## src/rtl/lane_vote_sampler.sv

```systemverilog
module lane_vote_sampler #(
  parameter int LANES   = 4,
  parameter int SAMPLES = 5,
  parameter int STAT_W  = 32,
  localparam int GROUPS = LANES / 2,
  localparam int GW     = (GROUPS > 1) ? $clog2(GROUPS) : 1
) (
  input  logic              clk,
  input  logic              rst_n,
  input  logic              start,
  input  logic              wstrobe_mode,
  input  logic              half_width,
  output logic              acc_req,
  output logic              acc_first,
  input  logic              acc_ack,
  output logic              rd_req,
  output logic [GW-1:0]     rd_group,
  input  logic              rd_valid,
  input  logic [STAT_W-1:0] rd_data,
  output logic              done,
  output logic [LANES-1:0]  result
);
  localparam int CW = $clog2(SAMPLES + 1);

  typedef enum logic [2:0] {S_IDLE, S_ACC, S_RD, S_VOTE, S_DONE} state_t;
  state_t state;

  logic          mode_q, half_q, first_q;
  logic [GW-1:0] grp;
  logic [CW-1:0] smp, ones0, ones1;
  logic [GW-1:0] last_grp;
  logic          tap0, tap1, vote0, vote1;
  logic          unused_bits;

  assign last_grp    = half_q ? GW'(GROUPS / 2 - 1) : GW'(GROUPS - 1);
  assign tap0        = mode_q ? rd_data[9] : rd_data[1];
  assign tap1        = mode_q ? rd_data[8] : rd_data[0];
  assign vote0       = {ones0, 1'b0} > (CW + 1)'(SAMPLES);
  assign vote1       = {ones1, 1'b0} > (CW + 1)'(SAMPLES);
  assign unused_bits = ^rd_data;

  assign acc_req   = (state == S_ACC);
  assign acc_first = acc_req & first_q;
  assign rd_req    = (state == S_RD);
  assign rd_group  = grp;
  assign done      = (state == S_DONE);

  always_ff @(posedge clk or negedge rst_n) begin
    if (!rst_n) begin
      state   <= S_IDLE;
      mode_q  <= 1'b0;
      half_q  <= 1'b0;
      first_q <= 1'b0;
      grp     <= '0;
      smp     <= '0;
      ones0   <= '0;
      ones1   <= '0;
      result  <= '0;
    end else begin
      case (state)
        S_IDLE: if (start) begin
          state   <= S_ACC;
          mode_q  <= wstrobe_mode;
          half_q  <= half_width;
          first_q <= 1'b1;
          grp     <= '0;
          smp     <= '0;
          ones0   <= '0;
          ones1   <= '0;
          result  <= '0;
        end
        S_ACC: if (acc_ack) begin
          first_q <= 1'b0;
          state   <= S_RD;
        end
        S_RD: if (rd_valid) begin
          ones0 <= ones0 + CW'(tap0);
          ones1 <= ones1 + CW'(tap1);
          if (smp == CW'(SAMPLES - 1)) begin
            smp   <= '0;
            state <= S_VOTE;
          end else begin
            smp   <= smp + 1'b1;
            state <= S_ACC;
          end
        end
        S_VOTE: begin
          for (int g = 0; g < GROUPS; g++) begin
            if (grp == GW'(g)) begin
              result[2*g]   <= vote0;
              result[2*g+1] <= vote1;
            end
          end
          ones0 <= '0;
          ones1 <= '0;
          if (grp == last_grp) state <= S_DONE;
          else begin
            grp   <= grp + 1'b1;
            state <= S_ACC;
          end
        end
        default: state <= S_IDLE;
      endcase
    end
  end

  p_req_excl_r11: assert property (@(posedge clk) disable iff (!rst_n)
    !(acc_req && rd_req));
  p_acc_hold_r11: assert property (@(posedge clk) disable iff (!rst_n)
    acc_req && !acc_ack |=> acc_req);
  p_rd_after_ack_r11: assert property (@(posedge clk) disable iff (!rst_n)
    acc_req && acc_ack |=> rd_req);
  p_first_once_r7: assert property (@(posedge clk) disable iff (!rst_n)
    acc_req && acc_ack |=> !acc_first);
  p_clear_on_start_r8: assert property (@(posedge clk) disable iff (!rst_n)
    state == S_IDLE && start |=> result == '0);
  p_done_pulse_r9: assert property (@(posedge clk) disable iff (!rst_n)
    done |=> !done);
  p_hold_r9: assert property (@(posedge clk) disable iff (!rst_n)
    state == S_IDLE && !start |=> $stable(result));
  p_group_range_r6: assert property (@(posedge clk) disable iff (!rst_n)
    rd_req |-> rd_group <= last_grp);
endmodule

```

## config.mk

```make
export PLATFORM = sky130hd
export DESIGN_NAME = lane_vote_sampler
export DESIGN_NICKNAME = d
export VERILOG_FILES = /design/src/rtl/lane_vote_sampler.sv
export SDC_FILE = /design/constraint.sdc
export NUM_CORES = 1
export LEC_CHECK = 0
export ABC_CLOCK_PERIOD_IN_PS = 1700
export BUFFER_PORTS_ARGS = -buffer_cell sky130_fd_sc_hd__buf_2
export CELL_PAD_IN_SITES_DETAIL_PLACEMENT = 0
export CELL_PAD_IN_SITES_GLOBAL_PLACEMENT = 1
export CORE_MARGIN = 1.5
export CORE_UTILIZATION = 30
export CTS_CLUSTER_SIZE = 30
export DETAILED_ROUTE_END_ITERATION = 6
export GPL_TIMING_DRIVEN = 0
export PLACE_DENSITY = 0.72
export SETUP_SLACK_MARGIN = 0.15
export SLEW_MARGIN = 20
export SYNTH_ARGS = -nofsm -noshare
export SYNTH_HDL_FRONTEND = slang
export SYNTH_SLANG_ARGS = --single-unit
```

## constraint.sdc

```tcl
create_clock -name clk -period 1.7 [get_ports clk]
set_input_delay 0.255 -clock clk [delete_from_list [all_inputs] [get_ports clk]]
set_output_delay 0.255 -clock clk [all_outputs]
set_load 0.005 [all_outputs]
```

Word level (Yosys, flattened, before mapping)
Cells that the tools add are included.

storage, ports and cells
  logic and storage cells = 69
  output and inout port bits = 9
  register bits after elaboration = 20
  input port bits = 39

operators by class
  order comparisons = 2
  multiplexer cells = 27
  bitwise logic cells = 1
  add/subtract/negate cells = 4
  reduce and logical (&&, ||, !) cells = 13
  equality and inequality tests = 12

operator list
  kind                                                                     count
  3-bit two-way mux                                                        9
  3-bit AND reduction                                                      7
  3-bit one-hot mux with 3 select lines                                    2
  3-bit one-hot mux with 4 select lines                                    1
  4-bit by 3-bit > comparator with 1-bit output, second input constant     2
  2-bit inequality test, second input constant                             4
  4-bit one-hot mux with 2 select lines                                    1
  1-bit two-way mux                                                        7
  3-bit by 1-bit adder with 3-bit output                                   2
  3-bit by 2-bit == test with 1-bit output, second input constant          2
  3-bit == test, second input constant                                     2
  2-bit two-way mux                                                        3
  3-bit one-hot mux with 2 select lines                                    1
  2-bit nonzero test                                                       3
  4-bit two-way mux                                                        1
  2-bit by 1-bit inequality test with 1-bit output, second input constant  2
  1-bit one-hot mux with 2 select lines                                    2
  3-bit by 1-bit adder with 3-bit output, second input constant            1
  3-bit by 1-bit == test with 1-bit output, second input constant          1
  3-bit zero test                                                          1
  3-bit nonzero test                                                       1
  2-bit AND reduction                                                      1
  1-bit adder, second input constant                                       1
  1-bit AND                                                                1
  1-bit == test                                                            1

Longest topological paths before layout
  word-level depth = 4
  depth in mapped cells = 5
  gate-level depth less buffers = 5

Least setup slack after synthesis
No wires, ideal clock.

  path type = register to register
  start point = reg state[0]
  end point = reg ones0[2]
  clock period less this slack = 1.557 ns
  arrival = 1.431 ns
  path slack = 0.143 ns
  stages on the path, launching flop included = 5
  library setup time = 0.126 ns
  path buffers = 1
  data required time = 1.574 ns
  cells stage by stage = dfrtp_1 -> buf_6 -> or3b_4 -> a21o_4 -> a221o_1

between the ends
  longest elaborated chain between the ends = 3
  elaborated cells on any way between the ends = 8
  classes of those cells = eq/ne (4); mux (1); reduce/logical (3)

ends and longest elaborated chain
  element                                                                             line  text
  start, declared                                                                     26    state_t state;
  start signal, assigned                                                              50    state <= S_IDLE;
  start signal, assigned                                                              62    state <= S_ACC;
  start signal, assigned                                                              74    state <= S_RD;
  3-bit by 2-bit == test with 1-bit output / 3-bit zero test (equally long branches)  60    case (state)
  2-bit by 1-bit inequality test with 1-bit output (no line) (tied with other cells)  --
  3-bit AND reduction (no line)                                                       --
  end signal, assigned                                                                77    ones0 <= ones0 + CW'(tap0);
  end, declared                                                                       30    logic [CW-1:0] smp, ones0, ones1;

Several ways; a longest one is shown, not always the timed one.
A chain may end at the register's enable or synchronous reset.

Worst setup path in the final report
  start point = reg state[2]
  end point = out acc_first

between the ends
  longest elaborated chain between the ends = 2

ends and longest elaborated chain
  element                                   line  text
  3-bit by 1-bit == test with 1-bit output  42    assign acc_req = (state == S_ACC);
  1-bit AND                                 43    assign acc_first = acc_req & first_q;
  end, declared                             14    output logic acc_first,

Every way passes these cells.

==> metrics.cfg <==
[status]
status=finished clean

[setup_path]
required_ns=1.44
rrSetupSlack_ns=0.07
cp-end-kind=output port
crit_path_start_kind=register
path_class=register to output port
crit_fanout=5
cp.arrival_ns=1.39

[floorplan]
die_w_um=63.5
rows=21
pin_count=48
die_height_um=63.5
coreArea_mm2=0.00342
die_area_mm2=0.00403
initial_utilization=0.322

[yosys]
async_flop_share=1.00
ys_ff_latch=20
synth_top_family_by_area=simple AND/OR/NAND/NOR gates
ys_seq_area_frac=0.456
synth_edf_count=0
synth_top_cell_by_area=dfrtp_1
syn_area_mm2=0.00110
synth_area_leaders=dfrtp_1 46%, mux2_2 9.2%, ha_1 6.8%
synth_adder_area_share=0.0683
yosysWarnings=0
ys_top_cells_by_count=20 x dfrtp_1, 9 x mux2_2, 8 x a21oi_1
synth_nets=147
synthCells=102
synthSimpleGateAreaFrac=0.158
avgSynthCellArea_um2=10.8
ys.flop_type=dfrtp_1
synthXorXnorAreaFrac=0.00797
synth.most_common_cell=dfrtp_1
synth-compound-area-share=0.156
ys_types=33
muxShareOfSynthArea=0.110
yosysTopAreaCellShare=0.456

[run]
maxCapViolCount=0

[detailed_routing]
ant_nets=0
post-route-drc-count=0
wl_met3_um=129
first_iter_violations=18
drtPass1Iterations=4
routed_wl_um=2520
avgViaCountPerCell=4.96
dr_wl_met2_um=1100
routed.top_layer=met4
met1_length_um=1240
wl_per_cell_um=13.9
num_vias=903

[timing]
relSlewSlack=0.686
fmax_ghz=0.608
rsz0062_at_grt=yes
final_max_slew_viol_count=0
min_period_ns=1.65
finalCritPeriodShare=0.968
worst_pin_slew_ns=0.470
hold-worst-slack_ns=0.154
hold_viol=0
setup_violations=0
setup-tns-final_ns=0
fin_worst_skew_ns=0.0209

[global_route]
grt_pass1_wl_um=4450
grt_overflow=0
antenna_found_initial=0
grt_usage=0.138
grt_max_degree=21
grt_pass1_vias=951

[cts]
clk_path_buf_depth=2
clkTransAtPathRegs_ns=0.13
cts_buffers=3
cts.sinks=20
clock_latency_ns=0.32
cts_max_level=1
cts_root_buf=clkbuf_4
cts_tree=done

[pwr]
irDropWorstVdd_mv=0.536
powerDensity_mw_per_mm2=1490
p_leak_nw=0.729
power_mw=2.24

[placed_design]
io_buffer_count=19
placedCellCount=167
hpwl_um=1620
gp_congestion=0.737

[layout]
filler_cell_count=336
fin_util=0.440
nNetsFinal=182
area.growth.synth_to_final_pct=36.8
antennaDiodeCount=0
drive_gt1_frac=0.441
fin_cells=182

[hold_path]
hold_path.class=input port to register

repair_timing:
action / 4_1_cts / 5_1_grt
buffers inserted: 5 / 5
hold buffers: 1 / 0
resized for setup: 16 / 13
endpoints found under the setup margin: 13 / 17
endpoints found under the hold margin: 20 / 0
cloned: 0 / 0
pin swaps: 4 / 3
final timing paths:
| check | startpoint | to | cells past startpoint |
|---|---|---|---|
| worst max-delay path | state[2] | acc_first | 5 |
| worst min-delay path | half_width | half_q | 2 |
| worst max register to register | state[0] | ones1[2] | 4 |
| worst min register to register | result[1] | result[1] | 1 |
| max in group asynchronous | rst_n | result[1] | 2 |
| min in group asynchronous | rst_n | smp[1] | 2 |
cell type report:
type                       instances  area, um2  area share
timing repair buffer              30        199       0.132
buffer                             5       73.8      0.0491
clock buffer                       4       36.3      0.0241
tap                               46       57.6      0.0383
sequential                        20        502       0.334
multi-input combinational         72        616       0.410
inverter                           5       18.8      0.0125
worst max-delay path, cell delays in order, from the launching register on:
cell       delay (ns)
dfrtp_1          0.42
buf_8            0.15
clkbuf_16        0.14
nor2_4           0.10
and3_1           0.16
buf_2            0.10
placed cells by master, fill, tap and decap left out, types with 2 or more instances in the layout:
master,instances
inv_1,5
a221o_1,2
clkbuf_4,3
mux2_2,7
nor3_1,4
ha_1,5
nor2b_1,2
nor2_1,4
o21ai_0,2
dfrtp_1,19
a21oi_1,7
nand2_1,7
a22o_1,4
mux2_4,2
and3b_1,2
buf_6,2
nand3_1,3
buf_2,18
mux2i_1,2
buf_8,2
buf_4,10
flip-flops by register name, summed over array words and instances (netlist names):
signal    cells
result        4
ones0         3
ones1         3
smp           3
state         3
first_q       1
half_q        1
mode_q        1
rd_group      1
cell families (layout without fill, tap and decap cells):
| group | count (synthesis) | in the layout |
|---|---|---|
| muxes | 11 | 11 |
| adders and majority gates | 6 | 6 |
| DFF | 20 | 20 |
| xor gates and xnor gates | 1 | 1 |
| and+or+nand+nor | 31 | 31 |
| buffers and inverters | 10 | 44 |
| AOI/OAI and AO/OA | 23 | 23 |
routing by layer:
layer	vias to the layer above	GRT usage
met5	-	0
met4	0	0.0326
met3	6	0.0339
met2	23	0.233
met1	437	0.178
li1	437	-
per-stage QoR:
stage                     instance area, um2  setup slack [ns]
final                                   1500            0.0543
after global routing                    1500           -0.0118
after CTS                               1420            0.0721
after detailed placement                1250            -0.176
after global placement                  1250            -0.197
after floorplan                         1100             0.149
report_power, final:
part | internal (mW) | switching, mW | leakage [nW]
clock | 0.131 | 0.159 | 0.0210
sequential | 0.600 | 0.107 | 0.264
combinational | 0.692 | 0.548 | 0.443
(Power assumes the default switching activity.)
